### src/rtl/dce_pkg.sv
package dce_pkg;

    typedef enum logic [1:0] {
        ST_IDLE = 2'd0,
        ST_BUS  = 2'd1,
        ST_BG   = 2'd2
    } dce_state_e;

    typedef struct packed {
        logic mem;     // memory read or write
        logic rd;      // read when set
        logic word;    // word access
        logic win;     // debug window in map
        logic bg;      // enter background
        logic hs_on;   // enable handshake
        logic hs_off;  // disable handshake
        logic bad;     // unknown opcode
    } dce_dec_t;

    localparam logic [7:0] OPC_BG     = 8'h90;
    localparam logic [7:0] OPC_HS_ON  = 8'hD5;
    localparam logic [7:0] OPC_HS_OFF = 8'hD6;

endpackage

### src/rtl/dce_decode.sv
module dce_decode
    import dce_pkg::*;
(
    input  logic [7:0] op_i,
    output dce_dec_t   dec_o
);

    always_comb begin
        dec_o = '0;
        if (op_i[7:6] == 2'b11 && !op_i[4] && op_i[1:0] == 2'b00) begin
            dec_o.mem  = 1'b1;
            dec_o.rd   = op_i[5];
            dec_o.word = op_i[3];
            dec_o.win  = op_i[2];
        end else if (op_i == OPC_BG) begin
            dec_o.bg = 1'b1;
        end else if (op_i == OPC_HS_ON) begin
            dec_o.hs_on = 1'b1;
        end else if (op_i == OPC_HS_OFF) begin
            dec_o.hs_off = 1'b1;
        end else begin
            dec_o.bad = 1'b1;
        end
    end

endmodule

### src/rtl/dce_lanes.sv
module dce_lanes #(
    parameter int ADDR_W = 16,
    parameter int DATA_W = 16
) (
    input  logic [ADDR_W-1:0]   addr_i,
    input  logic                word_i,
    output logic [DATA_W/8-1:0] be_o,
    output logic [ADDR_W-1:0]   waddr_o,
    output logic                misalign_o,
    input  logic [DATA_W/8-1:0] ret_be_i,
    input  logic [DATA_W-1:0]   ret_raw_i,
    output logic [DATA_W-1:0]   ret_data_o
);

    localparam int NB    = DATA_W / 8;
    localparam int OFF_W = (NB > 1) ? $clog2(NB) : 1;

    logic [OFF_W-1:0] off;

    assign off        = addr_i[OFF_W-1:0];
    assign misalign_o = word_i && (off != '0);
    assign waddr_o    = {addr_i[ADDR_W-1:OFF_W], {OFF_W{1'b0}}};

    // lowest address maps to the most significant lane
    for (genvar i = 0; i < NB; i++) begin : g_lane
        assign be_o[i] = word_i || (off == OFF_W'(NB - 1 - i));
        assign ret_data_o[i*8 +: 8] = ret_be_i[i] ? ret_raw_i[i*8 +: 8] : 8'h00;
    end

endmodule

### src/rtl/dbg_cmd_engine.sv
module dbg_cmd_engine
    import dce_pkg::*;
#(
    parameter int ADDR_W = 16,
    parameter int DATA_W = 16
) (
    input  logic                clk,
    input  logic                rst_n,
    input  logic                cmd_valid_i,
    input  logic [7:0]          cmd_op_i,
    input  logic [ADDR_W-1:0]   cmd_addr_i,
    input  logic [DATA_W-1:0]   cmd_wdata_i,
    output logic                cmd_ready_o,
    input  logic                dbg_enable_i,
    input  logic                bg_active_i,
    output logic                bg_req_o,
    output logic                hs_en_o,
    output logic                ack_o,
    output logic                rsp_valid_o,
    output logic [DATA_W-1:0]   rsp_data_o,
    output logic                err_align_o,
    output logic                err_illegal_o,
    output logic                bus_req_o,
    output logic                bus_we_o,
    output logic                bus_win_o,
    output logic [ADDR_W-1:0]   bus_addr_o,
    output logic [DATA_W/8-1:0] bus_be_o,
    output logic [DATA_W-1:0]   bus_wdata_o,
    input  logic                bus_done_i,
    input  logic [DATA_W-1:0]   bus_rdata_i
);

    localparam int NB = DATA_W / 8;

    typedef struct packed {
        dce_state_e        st;
        logic              hs_en;
        logic              ack;
        logic              rsp_valid;
        logic [DATA_W-1:0] rsp_data;
        logic              err_align;
        logic              err_ill;
        logic              bg_req;
        logic              bus_req;
        logic              bus_we;
        logic              bus_win;
        logic [ADDR_W-1:0] bus_addr;
        logic [NB-1:0]     bus_be;
        logic [DATA_W-1:0] bus_wdata;
    } eng_t;

    eng_t s_d, s_q;

    dce_dec_t          dec;
    logic [NB-1:0]     req_be;
    logic [ADDR_W-1:0] req_addr;
    logic              req_misalign;
    logic [DATA_W-1:0] ret_data;

    dce_decode u_decode (
        .op_i  (cmd_op_i),
        .dec_o (dec)
    );

    dce_lanes #(
        .ADDR_W (ADDR_W),
        .DATA_W (DATA_W)
    ) u_lanes (
        .addr_i     (cmd_addr_i),
        .word_i     (dec.word),
        .be_o       (req_be),
        .waddr_o    (req_addr),
        .misalign_o (req_misalign),
        .ret_be_i   (s_q.bus_be),
        .ret_raw_i  (bus_rdata_i),
        .ret_data_o (ret_data)
    );

    always_comb begin
        s_d           = s_q;
        s_d.ack       = 1'b0;
        s_d.rsp_valid = 1'b0;
        s_d.err_align = 1'b0;
        s_d.err_ill   = 1'b0;
        unique case (s_q.st)
            ST_IDLE: begin
                if (cmd_valid_i) begin
                    if (dec.bad) begin
                        s_d.err_ill = 1'b1;
                    end else if (dec.hs_on) begin
                        s_d.hs_en = 1'b1;
                        s_d.ack   = 1'b1;
                    end else if (dec.hs_off) begin
                        s_d.hs_en = 1'b0;
                    end else if (dec.bg) begin
                        if (dbg_enable_i) begin
                            s_d.bg_req = 1'b1;
                            s_d.st     = ST_BG;
                        end
                    end else if (req_misalign) begin
                        s_d.err_align = 1'b1;
                    end else begin
                        s_d.st        = ST_BUS;
                        s_d.bus_req   = 1'b1;
                        s_d.bus_we    = !dec.rd;
                        s_d.bus_win   = dec.win;
                        s_d.bus_addr  = req_addr;
                        s_d.bus_be    = req_be;
                        s_d.bus_wdata = cmd_wdata_i;
                    end
                end
            end
            ST_BUS: begin
                if (bus_done_i) begin
                    s_d.st      = ST_IDLE;
                    s_d.bus_req = 1'b0;
                    s_d.bus_win = 1'b0;
                    s_d.ack     = s_q.hs_en;
                    if (!s_q.bus_we) begin
                        s_d.rsp_valid = 1'b1;
                        s_d.rsp_data  = ret_data;
                    end
                end
            end
            ST_BG: begin
                if (bg_active_i) begin
                    s_d.st     = ST_IDLE;
                    s_d.bg_req = 1'b0;
                    s_d.ack    = s_q.hs_en;
                end
            end
            default: s_d.st = ST_IDLE;
        endcase
    end

    always_ff @(posedge clk or negedge rst_n) begin
        if (!rst_n) begin
            s_q    <= '0;
            s_q.st <= ST_IDLE;
        end else begin
            s_q <= s_d;
        end
    end

    assign cmd_ready_o   = (s_q.st == ST_IDLE);
    assign bg_req_o      = s_q.bg_req;
    assign hs_en_o       = s_q.hs_en;
    assign ack_o         = s_q.ack;
    assign rsp_valid_o   = s_q.rsp_valid;
    assign rsp_data_o    = s_q.rsp_data;
    assign err_align_o   = s_q.err_align;
    assign err_illegal_o = s_q.err_ill;
    assign bus_req_o     = s_q.bus_req;
    assign bus_we_o      = s_q.bus_we;
    assign bus_win_o     = s_q.bus_win;
    assign bus_addr_o    = s_q.bus_addr;
    assign bus_be_o      = s_q.bus_be;
    assign bus_wdata_o   = s_q.bus_wdata;

    // pending transfer holds its fields
    p_bus_hold_r11: assert property (@(posedge clk) disable iff (!rst_n)
        bus_req_o && !bus_done_i |=> bus_req_o && $stable(bus_addr_o)
            && $stable(bus_be_o) && $stable(bus_we_o) && $stable(bus_win_o));

    p_busy_not_ready_r11: assert property (@(posedge clk) disable iff (!rst_n)
        bus_req_o |-> !cmd_ready_o);

    // acknowledge follows completion when handshake is on
    p_ack_after_done_r9: assert property (@(posedge clk) disable iff (!rst_n)
        bus_req_o && bus_done_i && hs_en_o |=> ack_o);

    // no acknowledge while handshake is off
    p_ack_needs_hs_r8: assert property (@(posedge clk) disable iff (!rst_n)
        ack_o |-> hs_en_o);

    // misaligned command is silent on the bus
    p_misalign_quiet_r6: assert property (@(posedge clk) disable iff (!rst_n)
        err_align_o |-> !bus_req_o && !ack_o);

    // outcomes of one command never overlap
    p_one_outcome_r7: assert property (@(posedge clk) disable iff (!rst_n)
        $onehot0({rsp_valid_o, err_align_o, err_illegal_o}));

    // background request holds until the processor answers
    p_bg_hold_r10: assert property (@(posedge clk) disable iff (!rst_n)
        bg_req_o && !bg_active_i |=> bg_req_o);

    // one lane for bytes, every lane for words
    p_lane_count_r4: assert property (@(posedge clk) disable iff (!rst_n)
        bus_req_o |-> ($countones(bus_be_o) == 1 || bus_be_o == '1));

endmodule

### config.mk
export PLATFORM = sky130hd
export DESIGN_NAME = dbg_cmd_engine
export DESIGN_NICKNAME = d
export VERILOG_FILES = /design/src/rtl/dce_pkg.sv /design/src/rtl/dce_decode.sv /design/src/rtl/dce_lanes.sv /design/src/rtl/dbg_cmd_engine.sv
export SDC_FILE = /design/constraint.sdc
export NUM_CORES = 1
export LEC_CHECK = 0
export BUFFER_PORTS_ARGS = -buffer_cell sky130_fd_sc_hd__buf_2
export CAP_MARGIN = 40
export CORE_MARGIN = 3
export CORE_UTILIZATION = 47
export DETAILED_ROUTE_END_ITERATION = 10
export PLACE_DENSITY_LB_ADDON = 0.25
export SLEW_MARGIN = 20
export SYNTH_ARGS = -nofsm -noshare
export SYNTH_HDL_FRONTEND = slang
export SYNTH_SLANG_ARGS = --single-unit
### constraint.sdc
create_clock -name clk -period 1.5 [get_ports clk]
set_input_delay 0 -clock clk [delete_from_list [all_inputs] [get_ports clk]]
set_output_delay 0 -clock clk [all_outputs]
set_load 0.1 [all_outputs]
-- Yosys cells after proc, flatten, opt, wreduce, memory -nomap -nowiden
Cells that the tools add are included.
- register bits: 60
- output and inout port bits: 60
- logic and storage cells: 105
- eq/ne operators: 18
- muxes and demuxes: 48
- bitwise logic cells: 7
- reductions and logical operators: 18
- operator list (cell ; count):
    $mux W38 ; 3
    $mux W37 ; 2
    $mux W40 ; 1
    $mux W17 ; 2
    $eq A8 B8 Y1 const B ; 3
    $reduce_and A8 Y1 ; 3
    $mux W1 ; 18
    $mux W18 ; 1
    $mux W2 ; 9
    $mux W8 ; 2
    $ne A2 B2 Y1 const B ; 8
    $mux W4 ; 3
    $not A1 Y1 ; 7
    $reduce_and A7 Y1 ; 1
    $mux W3 ; 2
    $ne A3 B3 Y1 const B ; 2
    $pmux W1 S2 ; 3
    $pmux W2 S3 ; 1
    $reduce_bool A2 Y1 ; 3
    $eq A2 B2 Y1 const B ; 2
    $logic_not A2 Y1 ; 2
    $ne A2 B1 Y1 const B ; 2
    $reduce_and A4 Y1 ; 1
    $logic_and A1 B1 Y1 ; 3
    other kinds (5) ; 7

-- Depth between registers and ports, before layout
Gate-level depths: netlist of run 1.
- word-level depth: 12
- mapped depth: 6
- depth with buffers taken out: 5

-- Hierarchy
Synthesis of run 1 repeated with hierarchy kept, for this count alone.
- cell total of the unflattened synthesis: 255
- area, all modules: 3246.9 um^2
- by module, submodules not included (module ; times used ; cells each ; area each (um^2) ; seq. area each (um^2)):
    dbg_cmd_engine ; 1 ; 203 ; 2889.0 ; 1526.5
    dce_lanes ; 1 ; 36 ; 242.7 ; 0.0
    dce_decode ; 1 ; 16 ; 115.1 ; 0.0

-- Worst setup path before layout of run 1
Ideal clock, no wire load.
- path kind: reg-to-reg
- from: register s_q[60] in the netlist's numbering
- to: register s_q, in the netlist hs_en_o
- library setup time: 0.136 ns
- data arrival time: 1.762 ns
- required time: 1.364 ns
- setup slack: -0.398 ns
- stages on the path, launching flop included: 6
- path through: dfrtp_1 -> or2_1 -> clkinv_1 -> nand2_1 -> or3_1 -> o211ai_1
- word-level cells in the longest chain between the ends: 2
- ends and longest elaborated chain (item ; RTL line ; RTL):
    start, declared ; dbg_cmd_engine.sv:52 ; eng_t s_d, s_q;
    $logic_not A2 Y1 ; -- ;
    named net cmd_ready_o ; dbg_cmd_engine.sv:13 ; output logic cmd_ready_o,
    $reduce_and A4 Y1 (no line) ; -- ;
The timed path passes the listed nets, and every way through them passes these cells.
A chain may end at the register's enable or synchronous reset.

-- Final worst setup path of run 1
- from: register s_q[60] in the netlist's numbering
- to: register s_q, in the netlist hs_en_o
- word-level cells in the longest chain between the ends: 2
- ends and longest elaborated chain (item ; RTL line ; RTL):
    $logic_not A2 Y1 ; dbg_cmd_engine.sv:85 ; unique case (s_q.st)
    $reduce_and A4 Y1 (no line) ; -- ;
No other way between the ends.

==> results of run 1 <==
[synth_stat cells (all sizes together)]
cell	n
nand2	136
buf	61
dfrtp	60
o21ai	21
inv	4
nand3b	3
o211ai	3
a21oi	2
clkbuf	2
nor2	2
nor4	2
o311ai	2
o31ai	2
or2	2
a41oi	1
and2	1
and4	1
and4bb	1
clkinv	1
conb	1
nand2b	1
nand3	1
nand4	1
nand4b	1
nand4bb	1
nor3	1
nor3b	1
nor4b	1
o21a	1
o22a	1
o2bb2ai	1
or3	1
[worst max-delay path: cells and delay by family, from the launching register on]
| kind | cells | cell delay [ns] |
|---|---|---|
| AOI/OAI and AO/OA | 1 | 0.16 |
| buffers and inverters | 1 | 0.05 |
| DFF | 1 | 0.44 |
| and+or+nand+nor | 3 | 0.70 |
[logic make-up (layout without fill, tap and decap cells)]
kind of cell,count (synthesis),after routing,synth area share
AO/OA/AOI/OAI,34,34,0.07200
AND/OR/NAND/NOR,157,157,0.2363
flip-flops,60,60,0.5300
other,1,1,0.001324
buffers and inverters,68,206,0.1603
[cell usage in the layout (no fill, tap or decap), types with 2 or more instances in the layout]
master and n:
buf_2 119, nor2_1 2, buf_12 4, o311ai_0 2, nand3b_1 3, clkbuf_8 12
dlygate4sd3_1 55, clkbuf_1 2, nand2_1 136, a21oi_1 2, buf_4 8, inv_1 4
o21ai_0 20, nor4_1 2, o211ai_1 3, dfrtp_1 58, o31ai_1 2, dfrtp_2 2
[what timing repair did]
action	4_1_cts	5_1_grt
setup buffers	0	2
resized for setup	0	3
endpoints found under the hold margin	114	0
hold buffers	55	0
endpoints found under the setup margin	0	38
[metrics by stage]
| stage | setup WS [ns] | hold slack, ns | utilization |
|---|---|---|---|
| floorplan | -0.05131 | -0.2956 | - |
| global placement | 0.1121 | 0.03380 | 0.5668 |
| detailed placement | 0.04989 | 0.03268 | 0.5668 |
| CTS | 0.04106 | 0.004496 | 0.6995 |
| global route | 0.003321 | 0.01668 | 0.7035 |
| finish | 0.05192 | 0.02935 | 0.7035 |
[sequential cells by signal, summed over array words and instances (netlist names), 2 cells and up]
name / cells
rsp_data_o: 16
bus_addr_o: 15
bus_wdata_o: 16
bus_be_o: 2
s_q: 2
[power groups by stage]
stage	combinational, mW	sequential (mW)	clock (mW)
4_1_cts	2.36	1.97	1.51
2_1_floorplan	1.92	2.17	0
6_report	2.36	1.97	1.47
3_5_place_dp	2.25	2.00	0
3_3_place_gp	2.23	1.99	0
5_1_grt	2.45	2.01	1.59
[per-layer routing]
metal	share of wire	routed length, um	GRT usage
met1	0.42	2939	0.2570
met2	0.50	3428	0.3290
met3	0.064	444	0.04344
met4	0.016	110	0.09649
met5	0	0	0
[path summary, 6_finish.rpt]
check / start / end / cells after the start
setup / recovery: s_q[60] / hs_en_o / 5
hold / removal: cmd_op_i[0] / ack_o / 3
setup reg to reg: s_q[60] / hs_en_o / 5
hold reg to reg: bus_wdata_o[10] / bus_wdata_o[10] / 2
max in group asynchronous: rst_n / s_q[59] / 3
min in group asynchronous: rst_n / rsp_data_o[13] / 3
[final cells by class]
type / count / area share
sequential: 60 / 0.3767
tap: 72 / 0.02256
multi-input combinational: 192 / 0.2219
clock inverter: 1 / 0.007521
timing repair buffer: 186 / 0.3222
inverter: 5 / 0.005954
clock buffer: 14 / 0.04325
==> run summary, run 1 <==
Tot Pwr = 5.798 mW
Hold WC Path Type = primary input to flip-flop
Logic gate share of total power = 0.407
CP Launch Type = flip-flop
Clk buf depth = 2
Max Freq = 0.6906 GHz
Clock Sinks = 60
Clock-pin slew of the registers on the worst-case setup and hold paths = 0.07 ns
Initial Utilization = 0.4991
Remaining DRCs = 0
Non-Filler Cell Area, Final = 3993 sq um
WL per Instance = 13.06 um
CTS tree = done
Leakage power figure = 2.168 nW
Via-per-instance ratio = 4.685
Switching power total = 2.648 mW
Reg power frac = 0.340
Crit path cell chain = or2_4 -> clkinv_4 -> nand2_1 -> or3_1 -> o211ai_1
Gr usage total = 0.2025
GR Overflow Total = 0
# IOs = 122
Final HPWL DP = 4365 um
Final Hold Fails = 0
Final ANT Viol Nets = 0
Crit Path Category = flip-flop to flip-flop
Critical Path Fanout Max = 4
Die area = 6995 sq um
Chip width = 83.64 um
Seq. cell area = 1504 sq um
Sequential share of the synthesized area = 0.5300
Ratio of final minimum period to clock period = 0.9654
Critical path's slowest cell = dfrtp_1
Worst vdd ir = 0.001005 V
Drt pass-1 iters = 4
Initial antenna violation count = 0
Area of the mapped netlist = 2833 sq um
Area Growth Syn to Fin = 40.95%
Delay of the slowest cell on the worst path = 0.44 ns
Top cell type by total area after synthesis = dfrtp_1
Final setup TNS = 0 ns
CP required = 1.74 ns
Synth cell types = 35
Inst Count DP = 458
WP data arrival = 1.68 ns
Setup crit end kind = flip-flop
CTS root buffer = clkbuf_8
Number of max-cap violations = 0
Core Rows = 27
Fin nets = 516
Via count = 2,483
Chip Height = 83.64 um
Vias in the first global route = 2,389
Clock power share = 0.253
Register bit total from synthesis = 60
Post-Syn Instances = 320
Buffers added on ports = 120
Layout cells sized above 1 = 0.3275
Max Slew Vio Count = 0
Switching share of power = 0.4567
Avg Inst Size Synth = 8.852 sq um
Share of the synthesized area in the top cell type = 0.5300
Largest net degree at the start of global routing = 61
Clk_skew = 0.01036 ns
Antenna diode count = 0
RSZ-0062 raised after global routing = false
Synthesized net count = 382
Fin cells = 530
Outcome = complete, no violations
Detailed Route Iter0 Violations = 86
Area of the core = 5675 sq um
Final WL = 6922 um
Fill count = 430
Ys Warns = 0
Worst-Skew Late Latency = 0.32 ns
Setup violators final = 0
GP Congestion = 0.8312
Internal = 3.150 mW
Multi-input gate area in the final layout = 885.9 sq um
Power Density = 1452 nW/um^2
First-pass GRT wire length = 11,350 um
Synth top area cells = dfrtp_1 (53%), nand2_1 (18%), buf_4 (13%)
Minimum clock period = 1.448 ns
Placed Area = 3217 sq um
Htree depth = 3
CTS buffer count = 9
Worst R2R Setup Slack = 0.05 ns
Note: power is estimated with default switching activity, not from simulation.
==> run 2: changes to the inputs <==
Settings changed: CTS_CLUSTER_SIZE set to 16, GPL_TIMING_DRIVEN set to 0.
==> run summary, run 2 (synthesized netlist as in run 1, its figures left out) <==
Outcome = complete, no violations
Remaining DRCs = 0 (unchanged)
Ratio of final minimum period to clock period = 0.9698 (+0.004442)
Clk_skew = 0.005932 ns (-0.004432 ns)
Multi-input gate area in the final layout = 894.6 sq um (+0.99%)
Non-Filler Cell Area, Final = 4443 sq um (+11%)
Die area = 6995 sq um (unchanged)
Worst Max-Slew Pin Slew = 0.7470 ns
Clock Sinks = 60 (unchanged)
Final WL = 7601 um (+9.8%)
Fin nets = 575 (+11%)
Largest net degree at the start of global routing = 61 (unchanged)
Area Growth Syn to Fin = 56.85%
Detailed Route Iter0 Violations = 80 (-7.0%)
RR Endpoint = hs_en_o
Hold_sp = cmd_op_i[1]
GR Overflow Total = 0 (unchanged)
GP Congestion = 0.7952 (-4.3%)
Gr usage total = 0.2189 (+0.01644)
Worst-Skew Late Latency = 0.33 ns (about the same)
Reg2reg path depth = 5 (unchanged)
Core Rows = 27 (unchanged)
CP Launch Type = flip-flop
Max Freq = 0.6874 GHz (-0.46%)
Final HPWL DP = 4743 um (+8.7%)
Crit Path Category = flip-flop to flip-flop
Vias in the first global route = 2,629 (+10%)
Critical Path Fanout Max = 4 (unchanged)
Seq. cell area = 1505 sq um (about the same)
CTS tree = done
Power Density = 1416 nW/um^2 (-2.5%)
Placed Area = 3535 sq um (+9.9%)
Minimum clock period = 1.455 ns (+0.006662 ns)
Tot Pwr = 6.293 mW (+8.5%)
Setup crit end kind = flip-flop
Final WS setup = 0.04526 ns (-0.006662 ns)
Layout cells sized above 1 = 0.4073 (+0.07982)
WL per Instance = 12.88 um (-1.4%)
Max-Slew Margin vs Limit = 0.5020
Inst Count DP = 512 (+12%)
Worst vdd ir = 0.0009630 V (-4.2%)
First-pass GRT wire length = 12,250 um (+8.0%)
Chip Height = 83.64 um (unchanged)
R2r startpoint = s_q[60]
Clk buf depth = 2 (unchanged)
Fill count = 396 (-7.9%)
Chip width = 83.64 um (unchanged)
Hold path depth = 4 (+1)
CTS buffer count = 9 (unchanged)
Final ANT Viol Nets = 0 (unchanged)
Initial antenna violation count = 0 (unchanged)
RSZ-0062 raised after global routing = true
Drt pass-1 iters = 4 (unchanged)
Final core occ = 0.7828 (+0.07937)
Number of max-cap violations = 0 (unchanged)
Worst R2R Setup Slack = 0.05 ns (about the same)
# IOs = 122 (unchanged)
Via count = 2,729 (+9.9%)
Fin cells = 590 (+11%)
Most frequent cells in the layout = nand2_1 (136), buf_2 (118), buf_4 (63)
CTS root buffer = clkbuf_8
CP required = 1.75 ns (about the same)
Antenna diode count = 0 (unchanged)
Max Slew Vio Count = 0 (unchanged)
Commonest non-fill, non-tap cell in the layout = nand2_1
Via-per-instance ratio = 4.625 (-1.3%)
Clock-pin slew of the registers on the worst-case setup and hold paths = 0.07 ns (about the same)
WP data arrival = 1.70 ns (+0.02 ns)
Leakage power figure = 2.466 nW (+14%)
Htree depth = 3 (unchanged)
Hold WC Path Type = primary input to flip-flop
Setup violators final = 0 (unchanged)
Hold EP = hs_en_o
Initial Utilization = 0.4991 (unchanged)
Buffers added on ports = 120 (unchanged)
Area of the core = 5675 sq um (unchanged)
Final Hold Fails = 0 (unchanged)
DP Worst Slack = -0.1906 ns (-0.2405 ns)
-- run 2: cell count changes in the layout (fill, tap and decap cells not counted), moves of 2 or more --
| cell | previous run | this run |
|---|---|---|
| clkbuf_1 | 2 | 0 |
| dlygate4sd3_1 | 55 | 57 |
| buf_1 | 0 | 2 |
| o21ai_1 | 1 | 9 |
| buf_12 | 4 | 0 |
| buf_6 | 0 | 4 |
| clkinv_2 | 0 | 2 |
| o21ai_0 | 20 | 11 |
| buf_4 | 8 | 63 |
-- run 2: cell type report --
type	instances	area share
flip-flops and latches	60	0.3388
clock buffers	12	0.03717
multi-input cells	192	0.2014
repair buffers	183	0.2749
inverters	5	0.005351
well taps	72	0.02028
clock inverters	4	0.01577
plain buffers	62	0.1064
-- run 2: how the worst max path moves through the flow --
stage	start	endpoint	slack, ns	depth (start not counted)
after floorplan	s_q[60]	hs_en_o	-0.05	5
after global placement	s_q[60]	bus_addr_o[14]	-0.15	5
after detailed placement	s_q[60]	bus_addr_o[1]	-0.19	5
after CTS	s_q[59]	bus_addr_o[1]	-0.05	6
after global routing	s_q[59]	bus_wdata_o[0]	-0.04	6
final	s_q[60]	hs_en_o	0.05	5
-- run 2: report_power, final --
part	total (mW)	switching [mW]	internal (mW)
Combinational	2.65	2.02	0.631
Clock	1.69	0.625	1.07
Sequential	1.95	0.116	1.83
-- run 2: routing by layer --
layer / track usage / wire length, um
met1: 0.2739 / 3085
met2: 0.3680 / 3989
met3: 0.04245 / 358
met4: 0.09503 / 168
met5: 0 / 0
-- run 2: repair_timing --
| item | 4_1_cts | 5_1_grt |
|---|---|---|
| setup buffers | 4 | 2 |
| pin swaps | 2 | 2 |
| resized for setup | 14 | 21 |
| hold buffers | 57 | 0 |
| endpoints found under the hold margin | 117 | 0 |
| endpoints found under the setup margin | 49 | 52 |
-- run 2: worst max-delay path, stage by stage, from the launching register on --
cell and delay (ns):
dfrtp_2 0.44, or2_4 0.28, clkinv_4 0.06, nand2_1 0.08, or3_4 0.35, o211ai_1 0.17
-- run 2: metrics by stage --
stage,hold slack (ns),setup TNS [ns]
after detailed placement,0.1229,-6.883
final,0.07013,0
after CTS,0.04145,-0.7640
after global placement,0.1894,-5.709
after floorplan,-0.2956,-0.05131
after global routing,0.07827,-0.3808
